### config.mk
export PLATFORM = sky130hd
export DESIGN_NAME = fan_pwm_gen
export DESIGN_NICKNAME = d
export VERILOG_FILES = /design/src/rtl/fan_pwm_pkg.sv /design/src/rtl/fan_pwm_counter.sv /design/src/rtl/fan_pwm_regs.sv /design/src/rtl/fan_pwm_out.sv /design/src/rtl/fan_pwm_gen.sv
export SDC_FILE = /design/constraint.sdc
export NUM_CORES = 1
export LEC_CHECK = 0
export ABC_AREA = 1
export BUFFER_PORTS_ARGS = -buffer_cell sky130_fd_sc_hd__buf_4
export CORE_UTILIZATION = 47
export DETAILED_ROUTE_END_ITERATION = 10
export PLACE_DENSITY = 0.74
export SYNTH_ARGS = -nofsm -noshare
export SYNTH_HDL_FRONTEND = slang
export SYNTH_SLANG_ARGS = --single-unit
### constraint.sdc
create_clock -name clk_i -period 1.5 [get_ports clk_i]
set_input_delay 0.3 -clock clk_i [delete_from_list [all_inputs] [get_ports clk_i]]
set_output_delay 0.3 -clock clk_i [all_outputs]
set_load 0.01 [all_outputs]
### src/rtl/fan_pwm_pkg.sv
package fan_pwm_pkg;
  typedef enum logic {
    SRC_HOST = 1'b0,
    SRC_AUTO = 1'b1
  } duty_src_e;
endpackage

### src/rtl/fan_pwm_counter.sv
module fan_pwm_counter #(
  parameter int unsigned W = 8
) (
  input  logic         clk_i,
  input  logic         rst_ni,
  output logic [W-1:0] cnt_o,
  output logic         wrap_o
);
  localparam logic [W-1:0] CNT_MAX = '1;

  logic [W-1:0] cnt_q;

  always_ff @(posedge clk_i or negedge rst_ni) begin
    if (!rst_ni) cnt_q <= '0;
    else         cnt_q <= cnt_q + 1'b1;
  end

  assign cnt_o  = cnt_q;
  assign wrap_o = (cnt_q == CNT_MAX);

  a_r2_cnt_step: assert property (@(posedge clk_i) disable iff (!rst_ni)
    (cnt_q != CNT_MAX) |=> (cnt_q == $past(cnt_q) + 1'b1));
  a_r2_cnt_wrap: assert property (@(posedge clk_i) disable iff (!rst_ni)
    (cnt_q == CNT_MAX) |=> (cnt_q == '0));
endmodule

### src/rtl/fan_pwm_regs.sv
module fan_pwm_regs
  import fan_pwm_pkg::*;
#(
  parameter int unsigned W = 8
) (
  input  logic         clk_i,
  input  logic         rst_ni,
  input  logic         we_i,
  input  logic [W-1:0] wdata_i,
  input  duty_src_e    src_i,
  input  logic [W-1:0] auto_duty_i,
  output logic [W-1:0] host_duty_o,
  output logic [W-1:0] rdata_o
);
  localparam logic [W-1:0] DUTY_RST = '1;

  logic [W-1:0] host_q;

  always_ff @(posedge clk_i or negedge rst_ni) begin
    if (!rst_ni)   host_q <= DUTY_RST;
    else if (we_i) host_q <= wdata_i;
  end

  assign host_duty_o = host_q;
  // readback mirrors whichever source currently owns the fan
  assign rdata_o = (src_i == SRC_AUTO) ? auto_duty_i : host_q;

  a_r10_write_load: assert property (@(posedge clk_i) disable iff (!rst_ni)
    we_i |=> (host_q == $past(wdata_i)));
  a_r9_hold_no_write: assert property (@(posedge clk_i) disable iff (!rst_ni)
    !we_i |=> $stable(host_q));
endmodule

### src/rtl/fan_pwm_out.sv
module fan_pwm_out #(
  parameter int unsigned W = 8
) (
  input  logic         clk_i,
  input  logic         rst_ni,
  input  logic [W-1:0] cnt_i,
  input  logic         wrap_i,
  input  logic [W-1:0] next_duty_i,
  output logic         pwm_o
);
  localparam logic [W-1:0] DUTY_FULL = '1;
  localparam logic [W-1:0] DUTY_ZERO = '0;

  logic [W-1:0] act_q;
  logic         full;

  // active code only changes at the period boundary
  always_ff @(posedge clk_i or negedge rst_ni) begin
    if (!rst_ni)     act_q <= DUTY_FULL;
    else if (wrap_i) act_q <= next_duty_i;
  end

  assign full  = (act_q == DUTY_FULL);
  assign pwm_o = full | (cnt_i < act_q);

  a_r6_hold_mid_period: assert property (@(posedge clk_i) disable iff (!rst_ni)
    !wrap_i |=> $stable(act_q));
  a_r4_zero_low: assert property (@(posedge clk_i) disable iff (!rst_ni)
    (act_q == DUTY_ZERO) |-> !pwm_o);
  a_r5_full_high: assert property (@(posedge clk_i) disable iff (!rst_ni)
    (act_q == DUTY_FULL) |-> pwm_o);
  a_r3_start_high: assert property (@(posedge clk_i) disable iff (!rst_ni)
    ((cnt_i == DUTY_ZERO) && (act_q != DUTY_ZERO)) |-> pwm_o);
endmodule

### src/rtl/fan_pwm_gen.sv
module fan_pwm_gen
  import fan_pwm_pkg::*;
#(
  parameter int unsigned DUTY_W = 8
) (
  input  logic              clk_i,
  input  logic              rst_ni,
  input  logic              reg_we_i,
  input  logic [DUTY_W-1:0] reg_wdata_i,
  output logic [DUTY_W-1:0] reg_rdata_o,
  input  logic              smart_en_i,
  input  logic [DUTY_W-1:0] auto_duty_i,
  output logic              pwm_o
);
  logic [DUTY_W-1:0] cnt;
  logic              wrap;
  logic [DUTY_W-1:0] host_duty;
  logic [DUTY_W-1:0] next_duty;
  duty_src_e         src;

  assign src       = smart_en_i ? SRC_AUTO : SRC_HOST;
  assign next_duty = (src == SRC_AUTO) ? auto_duty_i : host_duty;

  fan_pwm_counter #(.W(DUTY_W)) u_cnt (
    .clk_i  (clk_i),
    .rst_ni (rst_ni),
    .cnt_o  (cnt),
    .wrap_o (wrap)
  );

  fan_pwm_regs #(.W(DUTY_W)) u_regs (
    .clk_i       (clk_i),
    .rst_ni      (rst_ni),
    .we_i        (reg_we_i),
    .wdata_i     (reg_wdata_i),
    .src_i       (src),
    .auto_duty_i (auto_duty_i),
    .host_duty_o (host_duty),
    .rdata_o     (reg_rdata_o)
  );

  fan_pwm_out #(.W(DUTY_W)) u_out (
    .clk_i       (clk_i),
    .rst_ni      (rst_ni),
    .cnt_i       (cnt),
    .wrap_i      (wrap),
    .next_duty_i (next_duty),
    .pwm_o       (pwm_o)
  );
endmodule

---- Yosys cells after proc, flatten, opt, wreduce, memory -nomap -nowiden ----
Cells that the tools add are included.
cells by class
  bitwise operators ....................... 1
  add/sub/neg operators ................... 1
  equality and inequality tests ........... 2
  magnitude comparators ................... 1
  muxes and demuxes ....................... 2
operators with widths
  kind                   count
  $eq A8 B8 Y1 const B   2
  $add A8 B1 Y8 const B  1
  $lt A8 B8 Y1           1
  $mux W8                1
  $mux W1                1
  $or A1 B1 Y1           1
storage, ports and cells
  flip-flop bits (word level) ............. 24

---- Logic depth before layout (Yosys ltp) ----
Gate-level depths: netlist (run 1).
  depth in word-level cells ............... 2
  mapped depth ............................ 9
  mapped depth without buffers ............ 9

---- Hierarchy ----
Synthesis (run 1) repeated with hierarchy kept, for this count alone.
second synthesis, totals
  cell total of the unflattened synthesis .. 186
  area total of the unflattened synthesis .. 1388.8 um^2
by module, submodules not included
  module           cells an instance  instances  area an instance (um^2)
  fan_pwm_out      62                 1          513.0
  fan_pwm_regs     60                 1          420.4
  fan_pwm_counter  38                 1          350.3
  fan_pwm_gen      26                 1          105.1

---- Worst setup path before layout (run 1) ----
OpenSTA, ideal clock, no wires.
  path kind ............................... flip-flop to output port
  start point ............................. register u_out.act_q[5]
  end point ............................... output pwm_o
  setup slack ............................. -0.081 ns
  cell stages (with the launch flop) ...... 8
  data arrival time ....................... 1.281 ns
  cell sequence ........................... dfstp_2 > inv_1 > ha_1 > a21oi_1 > nor2_1 > nor3_1 > nand2_1 > nand2_1
on the way
  longest elaborated chain between the ends .. 2
ends and longest elaborated chain
  item                                          line                                  text
  start, declared                               fan_pwm_out.sv:14                     logic [W-1:0] act_q;
  start signal, assigned                        fan_pwm_out.sv:20                     else if (wrap_i) act_q <= next_duty_i;
  $lt A8 B8 Y1 or $eq A8 B8 Y1 (tied branches)  fan_pwm_out.sv:24, fan_pwm_out.sv:23
  $or A1 B1 Y1 (*)                              fan_pwm_out.sv:24                     assign pwm_o = full | (cnt_i < act_q);
  end, declared                                 fan_pwm_gen.sv:13                     output logic pwm_o
Mark *: on every way between the ends. The rest lies on a longest branch, timed or not.

---- Final worst setup path (run 1) ----
Same ends and word-level chain as after synthesis.

==> impl_metrics.toml, run 1 <==
[synth]
synth.mux.area_fraction_pct = 0
synth_top_family_by_area = "simple AND/OR/NAND/NOR gates"
yosysTopAreaCellShare_pct = 33.2
synth_cell_types = 21
syn_inst = 143
synth_simple_gate_area_share_pct = 19.8
synth_nets = 171
synth_area_per_cell_um2 = 8.85
synth_fa_ha_area_share_pct = 7.91
yosysTopAreaCell = "dfstp_2"
ys_ff_latch = 24
synthTopCellsByArea = "dfstp_2 (33%), dfrtp_1 (16%), nand2_1 (12%)"
yosys_warnings = 0
synth_compound_area_share_pct = 10.9
ys_seq_area_share_pct = 49.0
yosys.area_share.xor_xnor_pct = 4.15
synthesis.area_um2 = 1270

[finish]
final_area_um2 = 1770
regArea_um2 = 621
multi_input_area_um2 = 614
fin_nets = 223
nFillCells = 183
num_antenna_cells = 0
final_cell_count_no_fill = 224
area_delta_synth_final_pct = 39.9
final_util_pct = 70.2
drive_above_1_share_pct = 51.5

[power]
combPwrFrac_pct = 15.9
clockPowerShare_pct = 25.4
leakagePower_nw = 0.929
internal-power_w = 0.000881
vdd_drop_max_v = 0.000507
seq_power_share_pct = 58.8
powerDensity_nw_per_um2 = 662
swShare_pct = 24.9
finalPower_w = 0.00117
p_switching_w = 0.000293

[drt]
drt_iter0_drc = 12
drc_errors = 0
route.vias.total = 1089
wl_per_cell_um = 12.5
wirelength_mm = 2.80
final_antenna_net_count = 0
dr.pass1.iters = 4
vias_per_cell = 4.86

[clock_network]
cts_made_buffers = 3
cts-root-buf = "clkbuf_4"
tritoncts = "done"
clk_pin_slew_ns = 0.14
cts_max_path_buffers = 2
h-tree-depth = 1
cts.sinks = 24
insertion_delay_ns = 0.31

[worst_setup_path]
crit_fanout = 2
critPathMaxStageDelay_ns = 0.55
r2r_setup_slack_ns = 0.10
cpMaxStageDelayCell = "dfstp_2"
crit_chain = "inv_2 -> ha_4 -> a21oi_2 -> nor2_1 -> nor3_1 -> nand2_1 -> nand2_2 -> buf_6"
arrival_ns = 1.67
reg2reg_to = "u_out.act_q[7]$_DFFE_PN1N_"
r2r_cells = 7
cp.required_ns = 1.20
startpoint_type = "flip-flop"
critPathKind = "flip-flop to output pin"
end_kind = "output pin"
reg2reg_from = "u_cnt.cnt_o[1]$_DFF_PN0_"

[run_status]
violations = "setup timing"
outcome = "complete, but fails checks"

[timing]
rsz0062_at_grt = "true"
fin_worst_skew_ns = 0.00743
min_period_over_period_pct = 131
period_minus_slack_ns = 1.97
slew_headroom_pct = 79.7
worst_pin_slew_ns = 0.304
hold_violations = 0
timing.setup.tns_ns = -0.485
drv_slew = 0
fin_ws_ns = -0.469
max_freq_mhz = 508
setup_viol = 2

[global_route]
antenna_found_initial = 0
grt_pass1_vias = 1044
grt_usage_pct = 20.3
grt_start_max_net_pins = 25
overflow = 0
grt_pass1_wl_mm = 4.15

[hold_path]
hold_depth = 3
min-delay-start = "reg_wdata_i[0]"
min_to = "u_regs.host_duty_o[0]$_DFFE_PN1P_"
hp-class = "input port to flip-flop"

[die]
die_area_um2 = 2910
initial_core_util_pct = 50.2
die_w_um = 53.9
core_region_area_um2 = 2520
ios = 29
rows = 18
die_h_um = 53.9

[placement]
dpl-instance-area_um2 = 1640
dp.cells = 213
dp_hpwl_mm = 1.98
place.gp.congestion = 0.701
port_buffers = 28

[job]
max_cap_viol_count = 0
[cell usage in the layout (no fill, tap or decap)]
cell type / Yosys / final
nor4_1: 1 / 1
buf_4: 0 / 47
dfstp_2: 16 / 16
nor3_4: 1 / 1
clkbuf_1: 1 / 1
buf_6: 2 / 1
inv_1: 21 / 9
o21ai_2: 2 / 10
inv_2: 0 / 12
nand3_2: 1 / 1
dfrtp_1: 8 / 8
xor2_1: 5 / 5
nor3_1: 4 / 4
a21oi_1: 2 / 1
nor3b_1: 1 / 1
ha_1: 8 / 5
a21oi_2: 0 / 1
nand2_2: 2 / 3
nand2_1: 41 / 40
dlygate4sd3_1: 0 / 1
nand3_1: 1 / 1
nand2_4: 1 / 1
buf_12: 0 / 1
xnor2_1: 1 / 1
clkbuf_4: 0 / 3
o21ai_0: 22 / 14
ha_4: 0 / 3
nor2_1: 2 / 2
[metrics by stage]
stage          hold WS, ns  worst slack (ns)
5_1_grt              0.183            -0.622
3_5_place_dp         0.214            -0.160
3_3_place_gp         0.206            -0.125
4_1_cts              0.202            -0.463
2_1_floorplan      0.00441           -0.0312
6_report             0.200            -0.469
[what timing repair did]
| action | CTS | global route |
|---|---|---|
| pin swaps | 6 | 4 |
| resized for setup | 19 | 8 |
| hold endpoints to repair | 8 | 0 |
| hold buffers | 1 | 0 |
| endpoints found under the setup margin | 9 | 8 |
| buffers inserted | 0 | 6 |
[layout make-up]
type                            count  area share [%]
Clock buffer                        4            1.48
Tap cell                           30            2.12
Multi-Input combinational cell     95            34.7
Sequential cell                    24            35.0
Timing Repair Buffer               50            22.2
Inverter                           21            4.45
[cells by family (layout without fill, tap and decap cells)]
logic type | after synthesis | after routing
flip-flops | 24 | 24
AND/OR/NAND/NOR | 55 | 55
buffers and inverters | 24 | 75
XOR/XNOR | 6 | 6
AO/OA/AOI/OAI | 26 | 26
adder cells (fa/ha/maj) | 8 | 8
[synth_stat cells]
cell type	number
a21oi_1	2
nand2_2	2
dfstp_2	16
buf_6	2
nor3_4	1
clkbuf_1	1
nor4_1	1
xnor2_1	1
nand3_2	1
ha_1	8
nand2_1	41
dfrtp_1	8
o21ai_2	2
nor3b_1	1
o21ai_0	22
nand2_4	1
nor2_1	2
nand3_1	1
nor3_1	4
xor2_1	5
inv_1	21
[worst max-delay path by stage]
stage                       end                        from  slack, ns
final                     pwm_o  u_out.act_q[5]$_DFFE_PN1N_      -0.47
after global routing      pwm_o  u_out.act_q[5]$_DFFE_PN1N_      -0.62
after CTS                 pwm_o  u_out.act_q[5]$_DFFE_PN1N_      -0.46
after global placement    pwm_o  u_out.act_q[6]$_DFFE_PN1N_      -0.13
after floorplan           pwm_o  u_out.act_q[5]$_DFFE_PN1N_      -0.03
after detailed placement  pwm_o  u_out.act_q[5]$_DFFE_PN1N_      -0.16
[layer usage]
layer / global-route usage [%] / vias to the layer above / routed length [um]
met1: 24.7 / 515 / 1300
met4: 6.58 / 0 / 10
met3: 3.39 / 2 / 52
li1: - / 555 / -
met2: 36.0 / 17 / 1440
met5: 0 / - / 0
[critical path: cells and delay by family, from the launching register on]
kind | cells | cell delay [ns]
and+or+nand+nor | 4 | 0.32
buffers and inverters | 2 | 0.15
DFF | 1 | 0.55
adders and majority gates | 1 | 0.22
AOI/OAI and AO/OA | 1 | 0.12
[flip-flops by register name (all words and copies together) (netlist names)]
register	flops
u_out.act_q	8
u_regs.host_duty_o	8
u_cnt.cnt_o	8
[power groups by stage]
| stage | sequential (W) | clock [W] | combinational (W) |
|---|---|---|---|
| after floorplan | 0.000696 | 0 | 0.0000553 |
| after global placement | 0.000696 | 0 | 0.000140 |
| after detailed placement | 0.000697 | 0 | 0.000145 |
| after CTS | 0.000687 | 0.000298 | 0.000162 |
| after global routing | 0.000693 | 0.000327 | 0.000203 |
| final | 0.000690 | 0.000298 | 0.000186 |
Note: power is estimated with default switching activity, not from simulation.
==> inputs of run 2 (changes only) <==
--- a/config.mk
+++ b/config.mk
@@ -7,9 +7,11 @@
 export LEC_CHECK = 0
 export ABC_AREA = 1
 export BUFFER_PORTS_ARGS = -buffer_cell sky130_fd_sc_hd__buf_4
-export CORE_UTILIZATION = 47
+export CORE_UTILIZATION = 48
 export DETAILED_ROUTE_END_ITERATION = 10
 export PLACE_DENSITY = 0.74
+export SETUP_SLACK_MARGIN = 0.2
 export SYNTH_ARGS = -nofsm -noshare
 export SYNTH_HDL_FRONTEND = slang
+export SYNTH_HIERARCHICAL = 1
 export SYNTH_SLANG_ARGS = --single-unit
==> impl_metrics.toml, run 2 <==
[run_status]
outcome = "complete, but fails checks"
violations = "setup timing"

[synth]
synthesis.area_um2 = 1390
synth_nets = 214
yosys-top-cells-count = "nand2_1 (104), dfstp_2 (16), inv_1 (14)"
async_flop_share_pct = 100
synth_cell_types = 19
yosysMostFrequentCell = "nand2_1"
yosysTopAreaCellShare_pct = 30.3
ys_seq_area_share_pct = 44.7
ys.flop_type = "dfstp_2"
yosysTopAreaCell = "dfstp_2"
synthTopCellsByArea = "dfstp_2 (30%), nand2_1 (28%), dfrtp_1 (14%)"
yosys_warnings = 6
synth_area_per_cell_um2 = 7.47
syn_inst = 186
ys_ff_latch = 24
synth-edff-count = 0

[drt]
wirelength_mm = 3.21
dr.pass1.iters = 4
vias_per_cell = 4.83
drc_errors = 0
route.vias.total = 1319
wl_per_cell_um = 11.7
final_antenna_net_count = 0
drt_iter0_drc = 45

[die]
ios = 29
die_area_um2 = 3110
die_h_um = 55.8
die_w_um = 55.8
rows = 19
initial_core_util_pct = 50.4
core_region_area_um2 = 2760

[global_route]
grtUsageMet3_pct = 3.02
use_met2_pct = 41.0
grt_usage_pct = 22.9
gr-max-usage-layer = "met2"
grt_start_max_net_pins = 25
grt_pass1_wl_mm = 5.66
overflow = 0
antenna_found_initial = 0
use_met1_pct = 27.1
grt_pass1_vias = 1327

[power]
powerDensity_nw_per_um2 = 598
finalPower_w = 0.00126
leakagePower_nw = 1.12
vdd_drop_max_v = 0.000542

[finish]
area_delta_synth_final_pct = 51.8
final_common_cell = "nand2_1"
drive_above_1_share_pct = 47.9
layout_common_cells = "nand2_1 (90), buf_4 (41), dfstp_2 (16)"
fin_nets = 271
num_antenna_cells = 0

[timing]
drv_slew = 0
setup_viol = 1
slew_headroom_pct = 79.5
fin_worst_skew_ns = 0.00428
rsz0062_at_grt = "true"
max_freq_mhz = 504
worst_pin_slew_ns = 0.307
hold_violations = 0
fin_ws_ns = -0.486
period_minus_slack_ns = 1.99
min_period_over_period_pct = 132
timing.setup.tns_ns = -0.486

[worst_setup_path]
crit_fanout = 2
end_kind = "output pin"
cp.required_ns = 1.20
critPathKind = "flip-flop to output pin"
critical_path_buf_inv_count = 3
startpoint_type = "flip-flop"
arrival_ns = 1.69
cpMaxStageDelayCell = "dfstp_2"
cpLargestDelayFamily = "flip-flops"
crit_chain = "inv_2 -> buf_4 -> nor4_2 -> nand2_1 -> nand2_2 -> buf_6"
critPathMaxStageDelay_ns = 0.55

[clock_network]
cts-root-buf = "clkbuf_4"
cts.sinks = 24
cts_made_buffers = 3
tritoncts = "done"
cts_max_path_buffers = 2
clk_pin_slew_ns = 0.13
h-tree-depth = 1
insertion_delay_ns = 0.31

[placement]
place.gp.congestion = 0.813
port_buffers = 28
dp_hpwl_mm = 2.11

[hold_path]
hp-class = "input port to flip-flop"

[job]
max_cap_viol_count = 0
## run 2: cell types whose count changed after synthesis, sizes merged, moves of 2 or more
cell / before / now
buf: 2 / 4
inv: 21 / 18
xor2: 5 / 1
nor3: 5 / 0
o21ai: 24 / 10
nand2: 44 / 104
nor2: 2 / 6
## run 2: layout make-up
| cell class | count | area, um2 |
|---|---|---|
| Sequential cell | 24 | 622 |
| Multi-Input combinational cell | 140 | 835 |
| Clock buffer | 4 | 36.3 |
| Tap cell | 31 | 38.8 |
| Timing Repair Buffer | 56 | 509 |
| Fill cell | 197 | 649 |
| Inverter | 18 | 67.6 |
## run 2: report_power, final
part	total, W	switching, W	internal [W]
logic	0.000229	0.000112	0.000118
registers	0.000693	0.0000109	0.000682
clock network	0.000338	0.000190	0.000148
total	0.00126	0.000312	0.000948
## run 2: path summary, 6_finish.rpt
path,start,end,slack [ns],cells past startpoint
hold reg to reg,u_out/act_q[0]$_DFFE_PN1P_,u_out/act_q[0]$_DFFE_PN1P_,0.55,2
hold / removal,reg_wdata_i[7],u_regs/host_duty_o[7]$_DFFE_PN1P_,0.17,3
max in group asynchronous,rst_ni,u_regs/host_duty_o[3]$_DFFE_PN1P_,0.81,2
setup reg to reg,u_cnt/cnt_o[0]$_DFF_PN0_,u_out/act_q[7]$_DFFE_PN1P_,0.04,9
min in group asynchronous,rst_ni,u_cnt/cnt_o[4]$_DFF_PN0_,0.41,2
setup / recovery,u_out/act_q[5]$_DFFE_PN1P_,pwm_o,-0.49,6
## run 2: stage by stage
step / std cells / hold WS [ns] / instance area, um2 / util, % / setup WS [ns]
4_1_cts: 272 / 0.156 / 2060 / 74.6 / -0.438
5_1_grt: 273 / 0.158 / 2110 / 76.5 / -0.552
2_1_floorplan: 186 / 0.00441 / 1460 / - / 0.0558
3_3_place_gp: 254 / 0.209 / 1760 / 63.8 / -0.0839
3_5_place_dp: 254 / 0.214 / 1760 / 63.8 / -0.0964
6_report: 273 / 0.174 / 2110 / 76.5 / -0.486
## run 2: cells by family (layout without fill, tap and decap cells)
family          Yosys count  in the layout  synth area share (%)
simple gates            115            115                  33.2
flops                    24             24                  44.7
buf+inv                  22             78                  7.84
compound gates           14             14                  5.22
fa+ha+maj                 8              8                  7.21
xor+xnor                  3              3                  1.89
## run 2: layer usage
layer,vias up,part of all wire [%],wire (um)
li1,683,-,-
met1,603,41,1320
met2,29,54,1750
met3,4,3.1,100
met4,0,1.1,34
met5,-,0,0
## run 2: repair_timing
| item | in CTS | in global routing |
|---|---|---|
| hold buffers | 1 | 0 |
| setup buffers | 12 | 1 |
| endpoints found under the setup margin | 17 | 17 |
| hold endpoints to repair | 8 | 0 |
| gates resized for setup | 37 | 8 |
| cloned | 1 | 0 |
| pin swaps | 12 | 10 |
## run 2: worst min-delay path, cell delays in order
cell and delay [ns]:
buf_4 0.11, nand2_1 0.05, nand2_1 0.04
==> inputs of run 3 (changes only) <==
--- a/config.mk
+++ b/config.mk
@@ -7,6 +7,7 @@
 export LEC_CHECK = 0
 export ABC_AREA = 1
 export BUFFER_PORTS_ARGS = -buffer_cell sky130_fd_sc_hd__buf_4
+export CORE_ASPECT_RATIO = 1.4
 export CORE_UTILIZATION = 48
 export DETAILED_ROUTE_END_ITERATION = 10
 export PLACE_DENSITY = 0.74
==> impl_metrics.toml, run 3 (synthesized netlist as in run 2, its figures left out) <==
[clock_network]
cts_max_path_buffers = 2
clk_pin_slew_ns = 0.13
cts.sinks = 24
insertion_delay_ns = 0.33
cts_made_buffers = 3
h-tree-depth = 1
cts-root-buf = "clkbuf_4"
tritoncts = "done"

[power]
powerDensity_nw_per_um2 = 585
seq_power_share_pct = 56.0
p_switching_w = 0.000340
combPwrFrac_pct = 20.2
vdd_drop_max_v = 0.000618
clockPowerShare_pct = 23.8
finalPower_w = 0.00124
internal-power_w = 0.000903
leakagePower_nw = 1.16
swShare_pct = 27.4

[worst_setup_path]
end_kind = "output pin"
reg2reg_from = "u_cnt/cnt_o[1]$_DFF_PN0_"
reg2reg_to = "u_out/act_q[3]$_DFFE_PN1P_"
crit_fanout = 2
cp.required_ns = 1.20
startpoint_type = "flip-flop"
r2r_cells = 8
r2r_setup_slack_ns = 0.05
arrival_ns = 1.65
critPathKind = "flip-flop to output pin"

[timing]
period_minus_slack_ns = 1.95
timing.setup.tns_ns = -0.448
fin_worst_skew_ns = 0.00633
fin_ws_ns = -0.448
setup_viol = 1
max_freq_mhz = 513
worst_pin_slew_ns = 0.311
min_period_over_period_pct = 130
rsz0062_at_grt = "true"
slew_headroom_pct = 79.3
hold_violations = 0
drv_slew = 0

[run_status]
violations = "setup timing"
outcome = "complete, but fails checks"

[finish]
final_common_cell = "nand2_1"
layout_common_cells = "nand2_1 (81), buf_4 (44), nand2_2 (17)"
fin_nets = 271
drive_above_1_share_pct = 53.1
final_area_um2 = 2130
num_antenna_cells = 0
area_delta_synth_final_pct = 53.1
final_cell_count_no_fill = 277

[global_route]
grt_pass1_vias = 1318
grt_start_max_net_pins = 25
antenna_found_initial = 0
grt_pass1_wl_mm = 5.33
grt_usage_pct = 24.1
overflow = 0

[die]
die_w_um = 47.5
die_area_um2 = 3120
core_region_area_um2 = 2700
ios = 29
die_h_um = 65.6
rows = 22
initial_core_util_pct = 51.5

[drt]
final_antenna_net_count = 0
route.vias.total = 1375
vias_per_cell = 4.96
wirelength_mm = 3.62
drt_iter0_drc = 26
dr.pass1.iters = 5
drc_errors = 0
wl_per_cell_um = 13.1

[placement]
place_ws_ns = -0.107
dp.cells = 258
place.gp.congestion = 0.765
port_buffers = 28
dp_hpwl_mm = 2.34
dpl-instance-area_um2 = 1760

[hold_path]
hp-class = "input port to flip-flop"
min_to = "u_regs/host_duty_o[5]$_DFFE_PN1P_"
min-delay-start = "reg_wdata_i[5]"
hold_depth = 3

[job]
max_cap_viol_count = 0
-- run 3: cell types whose count changed in the layout (fill, tap and decap cells not counted), moves of 2 or more --
cell,change
buf_4,+3
buf_6,-2
nand2_1,-9
nand2_2,+4
nand2_4,+5
o21ai_1,-2
o21ai_2,+2
-- run 3: through the flow --
stage               hold slack [ns]  utilization [%]
floorplan                   0.00441                -
global route                  0.166             78.8
CTS                           0.166             71.1
detailed placement            0.216             65.2
global placement              0.207             65.2
finish                        0.156             78.8
-- run 3: worst max-delay path, stage by stage (launching register included) --
cell and delay, ns:
dfstp_2 0.55, inv_2 0.05, ha_4 0.25, nand2_2 0.04
nand2_2 0.05, nand2_1 0.05, nand2_1 0.06, nand2_1 0.05
nand2_1 0.07, nand2_2 0.05, buf_6 0.11
-- run 3: how the worst max path moves through the flow --
| stage | slack (ns) | from | to | cells after the start |
|---|---|---|---|---|
| finish | -0.45 | u_out/act_q[1]$_DFFE_PN1P_ | pwm_o | 10 |
| global route | -0.52 | u_out/act_q[1]$_DFFE_PN1P_ | pwm_o | 10 |
| CTS | -0.45 | u_out/act_q[1]$_DFFE_PN1P_ | pwm_o | 10 |
| detailed placement | -0.11 | u_out/act_q[2]$_DFFE_PN1P_ | pwm_o | 10 |
| global placement | -0.09 | u_out/act_q[3]$_DFFE_PN1P_ | pwm_o | 10 |
| floorplan | 0.06 | u_out/act_q[5]$_DFFE_PN1P_ | pwm_o | 6 |
-- run 3: area by class of cell --
type	count	area, um2
repair buffers	56	487
clock buffers	3	22.5
flip-flops and latches	24	623
well taps	36	45.0
fillers	208	572
inverters	18	67.6
multi-input cells	140	881
-- run 3: what timing repair did --
| action | CTS | global route |
|---|---|---|
| setup endpoints to repair | 17 | 17 |
| buffers inserted | 9 | 5 |
| hold buffers | 1 | 0 |
| gates cloned | 0 | 1 |
| pin swaps | 4 | 18 |
| hold endpoints to repair | 8 | 0 |
| resized for setup | 10 | 50 |
-- run 3: power groups by stage --
stage,Clock (W),Sequential (W),Combinational [W]
finish,0.000295,0.000697,0.000251
floorplan,0,0.000704,0.0000862
detailed placement,0,0.000709,0.000174
CTS,0.000292,0.000694,0.000220
global route,0.000325,0.000699,0.000275
global placement,0,0.000708,0.000167
-- run 3: layer usage --
metal  routed length (um)  GRT usage (%)  part of all wire [%]
met5                    0              0                     0
met4                  105           11.1                   2.9
met3                  104           3.85                   2.9
met2                 2060           44.5                    57
met1                 1350           24.4                    37
